$ cat src/rtl/i2c_cfg_regs.sv
module i2c_cfg_regs #(
  parameter logic [5:0] ADDR_HI = 6'b010111,
  parameter logic [7:0] CHIP_ID = 8'hA1,
  parameter logic [7:0] VER_ID  = 8'h00,
  parameter logic [7:0] UV_RST  = 8'h07
) (
  input  logic       clk,
  input  logic       rst_n,
  input  logic       scl_i,
  input  logic       sda_i,
  output logic       sda_oe,
  input  logic       strap_a0,
  input  logic       type_det,
  output logic [7:0] cfg_usb,
  output logic [7:0] cfg_pci,
  output logic [7:0] cfg_mem,
  output logic [7:0] cfg_lr,
  output logic [7:0] cfg_uv
);
  typedef enum logic [3:0] {
    S_IDLE, S_ADDR, S_AACK, S_CMD, S_CACK, S_WDAT, S_DACK, S_RDAT, S_SKIP
  } st_t;

  st_t        st;
  logic [2:0] scl_q, sda_q;
  logic [7:0] shreg, tx, rd_data;
  logic [6:0] ptr;
  logic [3:0] bitcnt;
  logic       rw;
  logic [7:0] r_usb, r_lr, r_uv;
  logic [2:0] r_pci;
  logic [3:0] r_mem;

  always_ff @(posedge clk or negedge rst_n)
    if (!rst_n) begin
      scl_q <= 3'b111;
      sda_q <= 3'b111;
    end else begin
      scl_q <= {scl_q[1:0], scl_i};
      sda_q <= {sda_q[1:0], sda_i};
    end

  wire scl      = scl_q[1];
  wire sda      = sda_q[1];
  wire scl_rise = scl & ~scl_q[2];
  wire scl_fall = ~scl & scl_q[2];
  wire start_c  = scl & scl_q[2] & sda_q[2] & ~sda;
  wire stop_c   = scl & scl_q[2] & ~sda_q[2] & sda;

  assign cfg_usb = r_usb;
  assign cfg_pci = {5'b0, r_pci};
  assign cfg_mem = {type_det, 3'b0, r_mem};
  assign cfg_lr  = r_lr;
  assign cfg_uv  = r_uv;

  always_comb
    case (ptr)
      7'h00:   rd_data = cfg_usb;
      7'h01:   rd_data = cfg_pci;
      7'h02:   rd_data = cfg_mem;
      7'h03:   rd_data = cfg_lr;
      7'h04:   rd_data = CHIP_ID;
      7'h05:   rd_data = cfg_uv;
      7'h06:   rd_data = VER_ID;
      default: rd_data = 8'h00;
    endcase

  always_ff @(posedge clk or negedge rst_n)
    if (!rst_n) begin
      st     <= S_IDLE;
      sda_oe <= 1'b0;
      shreg  <= '0;
      tx     <= '0;
      ptr    <= '0;
      bitcnt <= '0;
      rw     <= 1'b0;
      r_usb  <= '0;
      r_pci  <= '0;
      r_mem  <= '0;
      r_lr   <= '0;
      r_uv   <= UV_RST;
    end else if (start_c) begin
      st     <= S_ADDR;
      bitcnt <= '0;
      sda_oe <= 1'b0;
    end else if (stop_c) begin
      st     <= S_IDLE;
      sda_oe <= 1'b0;
    end else if (scl_rise) begin
      case (st)
        S_ADDR, S_CMD, S_WDAT: begin
          shreg  <= {shreg[6:0], sda};
          bitcnt <= bitcnt + 4'd1;
        end
        S_RDAT:  bitcnt <= bitcnt + 4'd1;
        default: ;
      endcase
    end else if (scl_fall) begin
      case (st)
        S_ADDR: if (bitcnt == 4'd8) begin
          if (shreg[7:1] == {ADDR_HI, strap_a0}) begin
            rw     <= shreg[0];
            sda_oe <= 1'b1;
            st     <= S_AACK;
          end else st <= S_SKIP;
        end
        S_AACK: begin
          bitcnt <= '0;
          if (rw) begin
            tx     <= rd_data;
            sda_oe <= ~rd_data[7];
            st     <= S_RDAT;
          end else begin
            sda_oe <= 1'b0;
            st     <= S_CMD;
          end
        end
        S_CMD: if (bitcnt == 4'd8) begin
          if (shreg[7]) begin
            ptr    <= shreg[6:0];
            sda_oe <= 1'b1;
            st     <= S_CACK;
          end else st <= S_SKIP;
        end
        S_CACK: begin
          sda_oe <= 1'b0;
          bitcnt <= '0;
          st     <= S_WDAT;
        end
        S_WDAT: if (bitcnt == 4'd8) begin
          sda_oe <= 1'b1;
          st     <= S_DACK;
          case (ptr)
            7'h00:   r_usb <= shreg;
            7'h01:   r_pci <= shreg[2:0];
            7'h02:   r_mem <= shreg[3:0];
            7'h03:   r_lr  <= shreg;
            7'h05:   r_uv  <= shreg;
            default: ;
          endcase
        end
        S_DACK: begin
          sda_oe <= 1'b0;
          st     <= S_SKIP;
        end
        S_RDAT: if (bitcnt == 4'd8) begin
          sda_oe <= 1'b0;
          st     <= S_SKIP;
        end else begin
          tx     <= {tx[6:0], 1'b0};
          sda_oe <= ~tx[6];
        end
        default: ;
      endcase
    end
endmodule

$ cat config.mk
export PLATFORM = sky130hd
export DESIGN_NAME = i2c_cfg_regs
export DESIGN_NICKNAME = d
export VERILOG_FILES = /design/src/rtl/i2c_cfg_regs.sv
export SDC_FILE = /design/constraint.sdc
export NUM_CORES = 1
export LEC_CHECK = 0
export BUFFER_PORTS_ARGS = -buffer_cell sky130_fd_sc_hd__buf_2
export CORE_MARGIN = 3
export CORE_UTILIZATION = 30
export DETAILED_ROUTE_END_ITERATION = 8
export PLACE_DENSITY = 0.5
export REMOVE_ABC_BUFFERS = 1
export SETUP_SLACK_MARGIN = 0.4
export SKIP_CTS_REPAIR_TIMING = 1
export SYNTH_ARGS = -nofsm -noshare
export SYNTH_HDL_FRONTEND = slang
export SYNTH_SLANG_ARGS = --single-unit
export TNS_END_PERCENT = 100
$ cat constraint.sdc
create_clock -name clk -period 5.81 [get_ports clk]
set_input_delay 1.162 -clock clk [delete_from_list [all_inputs] [get_ports clk]]
set_output_delay 1.162 -clock clk [all_outputs]
set_load 0.01 [all_outputs]
==> results of run 1 <==
==> flip-flops by register name (all words and copies together) (netlist names) <==
name     count
st           4
r_pci        3
bitcnt       4
cfg_uv       8
ptr          7
tx           7
sda_q        3
sda_oe       1
scl_q        3
r_mem        4
shreg        8
rw           1
cfg_usb      8
cfg_lr       8
==> metal layers <==
| metal | GRT usage | up-vias |
|---|---|---|
| met2 | 0.195 | 57 |
| li1 | - | 1191 |
| met4 | 0.0499 | 0 |
| met5 | 0 | - |
| met3 | 0.0259 | 7 |
| met1 | 0.204 | 1215 |
==> layout make-up <==
class,instances,area (um2)
tap,140,175
clock buffer,12,246
inverter,10,37.5
fill,1113,7050
clock inverter,4,73.8
timing repair buffer,40,205
multi-input combinational,213,1650
sequential,69,1740
==> kinds of logic after synthesis <==
kind of cell / synth area share
flip-flops: 0.493
other: 0.00106
AO/OA/AOI/OAI: 0.121
buffers and inverters: 0.0476
XOR/XNOR: 0.00746
multiplexers: 0.180
adder cells (fa/ha/maj): 0.0213
AND/OR/NAND/NOR: 0.129
==> metrics by stage <==
step | hold slack (ns) | util | instances | total power (W)
after floorplan | 0.345 | - | 292 | 0.000674
after global placement | 0.350 | 0.340 | 472 | 0.000743
after detailed placement | 0.349 | 0.340 | 472 | 0.000746
after CTS | 0.357 | 0.369 | 488 | 0.00134
after global routing | 0.360 | 0.369 | 488 | 0.00139
final | 0.355 | 0.369 | 488 | 0.00133
==> cell usage after synthesis, drive strengths merged (2+ instances only) <==
cell / n
xor2: 3
inv: 10
a31oi: 3
buf: 12
and3: 6
a22oi: 4
a211oi: 4
dfrtp: 60
nand2b: 9
nand3: 8
nor3b: 3
nand3b: 3
a2bb2oi: 2
ha: 6
o21bai: 2
o21ai: 10
nor2b: 4
o22ai: 3
o32ai: 2
a221o: 2
mux2: 50
a21oi: 14
nor2: 17
dfstp: 9
clkbuf: 13
a41oi: 2
nor3: 4
nand2: 14
a32oi: 5
nor4: 2
mux2i: 7
or4: 2
==> how the worst max path moves through the flow <==
stage | start | endpoint | cells past startpoint
3_3_place_gp | type_det | cfg_mem[7] | 2
4_1_cts | type_det | cfg_mem[7] | 2
3_5_place_dp | type_det | cfg_mem[7] | 2
6_report | type_det | cfg_mem[7] | 2
5_1_grt | bitcnt[0]$_DFFE_PN0P_ | cfg_usb[2]$_DFFE_PN0P_ | 7
2_1_floorplan | type_det | cfg_mem[7] | 0
==> power by group <==
| group | total, W | internal (W) | switching, W | leakage, nW |
|---|---|---|---|---|
| Sequential | 0.000593 | 0.000514 | 0.0000797 | 0.928 |
| Clock | 0.000590 | 0.000388 | 0.000202 | 0.157 |
| Combinational | 0.000142 | 0.0000655 | 0.0000765 | 0.823 |
==> flow_summary.json, run 1 <==
{
  "timing.final.hold_violations": 0,
  "crit_family": "buffers and inverters",
  "layout-area-overhead-vs-synth_pct": 16.9,
  "grt_max_degree": 70,
  "timing.hold.worst.start": "sda_q[0]$_DFF_PN1_",
  "insertion_delay_ns": 0.33,
  "placementRows": 38,
  "via_count_of_the_first_global_routing_pass": 2473,
  "critical_path_required_ns": 4.65,
  "chipHeight_um": 114,
  "route.top_layer_used": "met4",
  "ctsHtreeMaxLevel": 3,
  "skew_ns": 0.00814,
  "finish.net_count": 355,
  "synth.lib_cells_used.distinct": 55,
  "critPathMaxFanout": 2,
  "finalSetupViolCount": 0,
  "hold_path.class": "flip-flop to flip-flop",
  "detail_route.wirelength_um": 8450,
  "cpPeakStageDelay_ns": 0.13,
  "met3_routed_length_um": 327,
  "worst_slack_ns": 3.25,
  "detailroute.via_count": 2470,
  "grt_setup_unrepaired": "false",
  "critPathMostFrequentCell": "buf_2",
  "netlist_area_um2": 3520,
  "drcViolationCount": 0,
  "period_needed_ns": 2.56,
  "yosys_most_used_dff": "dfrtp_1",
  "worst-r2r-setup-slack_ns": 3.39,
  "grt.total_usage": 0.136,
  "cts.path.max_buffers": 2,
  "worstSetupStartpointType": "input port",
  "relSlewSlack": 0.411,
  "tightestPinTransition_ns": 0.884,
  "dp.final_hpwl_um": 5750,
  "drv.max_cap_violation_count": 0,
  "route.detailed.vias_per_inst": 5.06,
  "tritoncts_clock_tree": "yes",
  "run_status": "completed",
  "design.die.area_um2": 13100,
  "wl_met2_um": 3820,
  "finalInstanceArea_um2": 4120,
  "vdd.ir_drop.worst_mv": 0.126,
  "placement_stage_worst_setup_slack_ns": 3.25,
  "routedLengthMet1_um": 4210,
  "tritonroute_pass_1_iters": 4,
  "n_antenna_cell": 0,
  "worst_ep_arrival_time_ns": 1.40,
  "worstHoldEndpoint": "sda_q[1]$_DFF_PN1_",
  "global_route.overflow_total": 0,
  "drive_gt1_frac": 0.345,
  "clock-root-buffer": "clkbuf_16",
  "period_share": 0.441,
  "detail-route-antenna-nets": 0,
  "critical_path.slowest_cell": "buf_2",
  "final_cell_mix": "60 x dfrtp_1, 50 x mux2_2, 38 x buf_2, 16 x nor2_1",
  "synth_seq_area_share": 0.493,
  "boundaryPins": 47,
  "power.leakage_nw": 1.91,
  "grt_pass1_wl_um": 13800,
  "synthArstFlopShare": 1.00,
  "drt_iter0_markers": 133,
  "netlist_instances": 310,
  "finalWeightedCongestion": 0.766,
  "final-max-slew-violation-count": 0,
  "power_density_over_cell_area_nw_per_um2": 322,
  "cts_num_sinks": 69,
  "area_of_the_core_um2": 11200,
  "ys_ff_latch": 69,
  "r2r_startpoint": "bitcnt[0]$_DFFE_PN0P_",
  "cts.reportedPaths.clkPinSlew_ns": 0.05,
  "place.port_buffers": 38,
  "holdPathStages": 0,
  "synth_area_leader_cell": "dfrtp_1",
  "initial_standard_cell_utilization_of_the_core": 0.315,
  "worst-setup-path-type": "input port to output pin",
  "route.detailed.wl_per_inst_um": 17.3,
  "cp-end-kind": "output pin",
  "worstPathBufferInverterCount": 2,
  "antenna_found_initial": 0,
  "syn_avg_cell_area_um2": 11.4,
  "synth.area.top_cells": "dfrtp_1 43%, mux2_2 16%, dfstp_2 6.7%, ha_1 2.1%, a21oi_1 2.0%",
  "number_of_enable_type_register_cells_in_the_synthesized_netlist": 0,
  "post-synth-top-area-fraction": 0.426,
  "sum_of_negative_setup_slack_ns": 0,
  "max_freq_mhz": 391,
  "crit_path_cell_trace": "buf_2 -> buf_2",
  "total_clock_buffers_created_by_cts": 9,
  "worst-r2r-cell-count": 7,
  "placement.cell_area_um2": 3800,
  "chipWidth_um": 114,
  "mostFrequentLayoutCell": "dfrtp_1",
  "critical_r2r_capture": "cfg_usb[2]$_DFFE_PN0P_",
  "synth.yosys.warnings": 0
}
(Power assumes the default switching activity.)
==> run 2: changes to the inputs <==
--- a/config.mk
+++ b/config.mk
@@ -5,11 +5,12 @@
 export SDC_FILE = /design/constraint.sdc
 export NUM_CORES = 1
 export LEC_CHECK = 0
+export ABC_AREA = 1
 export BUFFER_PORTS_ARGS = -buffer_cell sky130_fd_sc_hd__buf_2
 export CORE_MARGIN = 3
 export CORE_UTILIZATION = 30
 export DETAILED_ROUTE_END_ITERATION = 8
-export PLACE_DENSITY = 0.5
+export PLACE_DENSITY = 0.52
 export REMOVE_ABC_BUFFERS = 1
 export SETUP_SLACK_MARGIN = 0.4
 export SKIP_CTS_REPAIR_TIMING = 1
==> constraint.sdc (replaced) <==
create_clock -name clk -period 2.13 [get_ports clk]
set_input_delay 0.426 -clock clk [delete_from_list [all_inputs] [get_ports clk]]
set_output_delay 0.426 -clock clk [all_outputs]
set_load 0.01 [all_outputs]
==> flow_summary.json, run 2 <==
{
  "grt_pass1_wl_um": 14500,
  "worst_ep_arrival_time_ns": 1.90,
  "timing.final.hold_violations": 0,
  "critical_path.slowest_cell": "dfstp_2",
  "cpPeakStageDelay_ns": 0.59,
  "finalCoreUtilization": 0.383,
  "period_needed_ns": 1.70,
  "register_area_um2": 1740,
  "netlist_instances": 444,
  "skew_ns": 0.00575,
  "finalNonFillerCells": 641,
  "boundaryPins": 47,
  "n_antenna_cell": 0,
  "drcViolationCount": 0,
  "area_of_the_core_um2": 11600,
  "tritoncts_clock_tree": "yes",
  "grt.total_usage": 0.139,
  "layout-area-overhead-vs-synth_pct": 23.5,
  "final_cell_mix": "101 x nand2_1, 59 x dfrtp_1, 44 x inv_1, 42 x nand3_1, 38 x buf_2",
  "synth.yosys.warnings": 0,
  "cts_num_sinks": 69,
  "detailroute.via_count": 3075,
  "drt_iter0_markers": 171,
  "finalWeightedCongestion": 0.828,
  "final-max-slew-violation-count": 0,
  "initial_standard_cell_utilization_of_the_core": 0.310,
  "ctsHtreeMaxLevel": 3,
  "run_status": "completed",
  "mostFrequentLayoutCell": "nand2_1",
  "antenna_found_initial": 0,
  "via_count_of_the_first_global_routing_pass": 2809,
  "cts.reportedPaths.clkPinSlew_ns": 0.06,
  "route.detailed.vias_per_inst": 4.80,
  "grt_max_degree": 70,
  "synth.lib_cells_used.distinct": 31,
  "synth_seq_area_share": 0.484,
  "synth.top_cells.by_count": "115 x nand2_1, 60 x dfrtp_1, 49 x inv_1, 45 x nand3_1, 38 x o21ai_0",
  "sum_of_negative_setup_slack_ns": 0,
  "hold_path.class": "input port to asynchronous set/reset pin",
  "syn_avg_cell_area_um2": 8.08,
  "cp-end-kind": "flip-flop",
  "synthMostInstantiatedCell": "nand2_1",
  "drv.max_cap_violation_count": 0,
  "crit_path_cell_trace": "ha_1 -> nand2_4 -> nor2_8 -> nand3_4 -> nand2_1 -> o21ai_1",
  "critPathMaxFanout": 8,
  "clock-root-buffer": "clkbuf_16",
  "design.die.area_um2": 13300,
  "cts.path.max_buffers": 2,
  "global_route.overflow_total": 0,
  "number_of_enable_type_register_cells_in_the_synthesized_netlist": 0,
  "grt_setup_unrepaired": "true",
  "insertion_delay_ns": 0.32,
  "chipHeight_um": 115,
  "fillCellCount": 1166,
  "drive_gt1_frac": 0.263,
  "worstSetupStartpointType": "flip-flop",
  "placement.cell_area_um2": 3890,
  "post-synth-top-area-fraction": 0.419,
  "max_freq_mhz": 587,
  "finish.net_count": 505,
  "vdd.ir_drop.worst_mv": 0.408,
  "synth.area.top_cells": "dfrtp_1 42%, nand2_1 12%, dfstp_2 6.6%, nand3_1 6.3%, o21ai_0 5.3%",
  "detail_route.wirelength_um": 9240,
  "combined_area_of_the_multi_input_logic_cells_um2": 1740,
  "critical_path_required_ns": 2.33,
  "worst-setup-path-type": "flip-flop to flip-flop",
  "power_density_over_cell_area_nw_per_um2": 810,
  "yosys_most_used_dff": "dfrtp_1",
  "synth_area_leader_cell": "dfrtp_1",
  "place.port_buffers": 38,
  "power.leakage_nw": 2.10,
  "finalInstanceArea_um2": 4430,
  "dp_cells": 618,
  "synthArstFlopShare": 1.00,
  "total_clock_buffers_created_by_cts": 9,
  "power.total_w": 0.00359,
  "period_share": 0.800,
  "finalSetupViolCount": 0,
  "route.detailed.wl_per_inst_um": 14.4,
  "tritonroute_pass_1_iters": 4,
  "detail-route-antenna-nets": 0,
  "chipWidth_um": 115,
  "dp.final_hpwl_um": 6290,
  "placementRows": 39,
  "ys_ff_latch": 69,
  "netlist_area_um2": 3590
}
## run 2: changes by cell type after synthesis, sizes merged, moves of 6 or more
cell    delta
nand2b     -8
and3       -6
mux2i      -7
nand4      +7
o21ai     +52
nand3     +42
nand2    +104
clkbuf    -12
mux2      -50
inv       +41
nor2      +21
## run 2: final timing paths
kind | startpoint | end | slack, ns | cells past startpoint
worst max-delay path | scl_q[2]$_DFF_PN1_ | cfg_lr[6]$_DFFE_PN0P_ | 0.43 | 6
worst min-delay path | rst_n | r_mem[2]$_DFFE_PN0P_ | 0.09 | 2
worst max register to register | scl_q[2]$_DFF_PN1_ | cfg_lr[6]$_DFFE_PN0P_ | 0.43 | 6
worst min register to register | scl_q[0]$_DFF_PN1_ | scl_q[1]$_DFF_PN1_ | 0.35 | 0
max in group asynchronous | rst_n | sda_q[0]$_DFF_PN1_ | 1.67 | 2
min in group clk | scl_i | scl_q[0]$_DFF_PN1_ | 0.20 | 1
## run 2: cell families after synthesis
family	after synthesis	synth area share
AO/OA/AOI/OAI	77	0.119
AND/OR/NAND/NOR	221	0.283
adder cells (fa/ha/maj)	6	0.0209
other	1	0.00105
flip-flops	69	0.484
buffers and inverters	70	0.0921
## run 2: final cells by class
cell class,count,share of cell area
sequential,69,0.393
multi-input combinational,314,0.392
timing repair buffer,47,0.0644
clock buffer,9,0.0508
inverter,52,0.0449
tap,143,0.0404
clock inverter,7,0.0150
## run 2: power breakdown
group	internal, W	total (W)	switching [W]	leakage, nW
sequential	0.00144	0.00154	0.000107	0.911
clock	0.000899	0.00146	0.000563	0.145
combinational	0.000200	0.000581	0.000381	1.05
total	0.00254	0.00359	0.00105	2.10
## run 2: critical path, delay by kind of cell (launching register included)
kind,cells,cell delay [ns]
AO/OA/AOI/OAI,1,0.07
adder cells (fa/ha/maj),1,0.23
flip-flops,1,0.59
AND/OR/NAND/NOR,4,0.68
## run 2: stage by stage
step                hold slack (ns)  setup WS (ns)
CTS                           0.132          0.265
detailed placement            0.349          0.275
global placement              0.348          0.293
finish                       0.0892          0.427
floorplan                     0.130        -0.0877
global route                  0.125          0.338
## run 2: per-layer routing
metal	vias to the layer above	global-route usage	wire length, um	part of all wire
met1	1462	0.199	4540	0.49
met2	64	0.210	4290	0.46
met4	0	0.0485	114	0.012
met3	11	0.0258	291	0.032
li1	1538	-	-	-
met5	-	0	0	0
==> run 3: changes to the inputs <==
==> constraint.sdc (replaced) <==
create_clock -name clk -period 1.51 [get_ports clk]
set_input_delay 0.302 -clock clk [delete_from_list [all_inputs] [get_ports clk]]
set_output_delay 0.302 -clock clk [all_outputs]
set_load 0.01 [all_outputs]
==> flow_summary.json, run 3 (synthesis results as in run 2) <==
{
  "vdd.ir_drop.worst_mv": 0.492,
  "placement.cell_area_um2": 4260,
  "n_antenna_cell": 0,
  "finalWeightedCongestion": 0.827,
  "power.leakage_nw": 2.66,
  "global_route.overflow_total": 0,
  "insertion_delay_ns": 0.33,
  "detailroute.via_count": 3472,
  "dp.final_hpwl_um": 6860,
  "drive_gt1_frac": 0.501,
  "finish.net_count": 594,
  "grt_pass1_wl_um": 15300,
  "initial_standard_cell_utilization_of_the_core": 0.310,
  "tritonroute_pass_1_iters": 4,
  "failed_checks": "negative setup slack",
  "finalSetupViolCount": 58,
  "power.total_w": 0.00559,
  "critPathMaxFanout": 8,
  "max_freq_mhz": 613,
  "run_status": "complete, but fails checks",
  "drt_iter0_markers": 152,
  "worstSetupStartpointType": "flip-flop",
  "chipWidth_um": 115,
  "period_needed_ns": 1.63,
  "area_of_the_core_um2": 11600,
  "layout-area-overhead-vs-synth_pct": 54.0,
  "power_density_over_cell_area_nw_per_um2": 1010,
  "cts.path.max_buffers": 2,
  "place.port_buffers": 38,
  "worst_slack_ns": -0.121,
  "total_clock_buffers_created_by_cts": 9,
  "mostFrequentLayoutCell": "buf_4",
  "drcViolationCount": 0,
  "chipHeight_um": 115,
  "worst_ep_arrival_time_ns": 1.85,
  "placement_stage_worst_setup_slack_ns": -0.184,
  "skew_ns": 0.00519,
  "ctsHtreeMaxLevel": 3,
  "grt.total_usage": 0.148,
  "placementRows": 39,
  "period_share": 1.08,
  "cts.reportedPaths.clkPinSlew_ns": 0.06,
  "tritoncts_clock_tree": "yes",
  "final_cell_mix": "78 x buf_4, 67 x nand2_1, 58 x dfrtp_1, 44 x nand2_2",
  "grt_max_degree": 70,
  "finalInstanceArea_um2": 5520,
  "clock-root-buffer": "clkbuf_16",
  "critical_path_required_ns": 1.73,
  "cp-end-kind": "flip-flop",
  "antenna_found_initial": 0,
  "via_count_of_the_first_global_routing_pass": 3031,
  "drv.max_cap_violation_count": 0,
  "detail-route-antenna-nets": 0,
  "route.detailed.vias_per_inst": 4.76,
  "cts_num_sinks": 69,
  "worst-setup-path-type": "flip-flop to flip-flop",
  "detail_route.wirelength_um": 10700,
  "timing.final.hold_violations": 0,
  "boundaryPins": 47,
  "grt_setup_unrepaired": "true",
  "hold_path.class": "input port to flip-flop",
  "final-max-slew-violation-count": 0,
  "route.detailed.wl_per_inst_um": 14.7,
  "design.die.area_um2": 13300
}
==> run 3: where the power goes <==
group | total (W) | switching, W | internal, W | leakage (nW)
Sequential | 0.00218 | 0.000153 | 0.00203 | 0.909
Combinational | 0.00132 | 0.000729 | 0.000586 | 1.60
Clock | 0.00210 | 0.000784 | 0.00131 | 0.149
==> run 3: worst max-delay path: stages (launching register included) <==
cell and delay, ns:
dfstp_2 0.61, ha_4 0.17, nand2_4 0.07, nor2_8 0.26, nand3_4 0.22, nand2_2 0.13, o21ai_2 0.05
==> run 3: metal layers <==
metal	wire length [um]	share of wire	vias to the layer above	GRT usage
met5	0	0	-	0
met4	172	0.016	0	0.0673
met3	393	0.037	12	0.0295
met2	5220	0.49	78	0.218
met1	4910	0.46	1662	0.211
li1	-	-	1720	-
==> run 3: layout make-up <==
type | instances | area (um2)
tap | 143 | 179
inverter | 52 | 200
timing repair buffer | 135 | 1100
clock inverter | 5 | 50.0
fill | 1047 | 6040
sequential | 69 | 1740
multi-input combinational | 315 | 2010
clock buffer | 11 | 243
==> run 3: final timing paths <==
path	start	end	slack, ns	depth (start not counted)
min in group asynchronous	rst_n	r_mem[3]$_DFFE_PN0P_	0.49	3
max reg2reg	scl_q[2]$_DFF_PN1_	cfg_uv[5]$_DFFE_PN0P_	-0.12	6
max in group asynchronous	rst_n	sda_q[1]$_DFF_PN1_	0.64	3
min reg2reg	sda_q[0]$_DFF_PN1_	sda_q[1]$_DFF_PN1_	0.36	0
max	scl_q[2]$_DFF_PN1_	cfg_uv[5]$_DFFE_PN0P_	-0.12	6
min	scl_i	scl_q[0]$_DFF_PN1_	0.07	1
==> run 3: stage by stage <==
stage,hold slack (ns),utilization,TNS (ns),cells
2_1_floorplan,0.00641,-,-25.45,433
3_3_place_gp,0.349,0.368,-4.72,662
3_5_place_dp,0.350,0.368,-6.39,662
4_1_cts,-0.00171,0.394,-7.57,678
5_1_grt,0.0577,0.478,-8.64,730
6_report,0.0661,0.478,-4.33,730
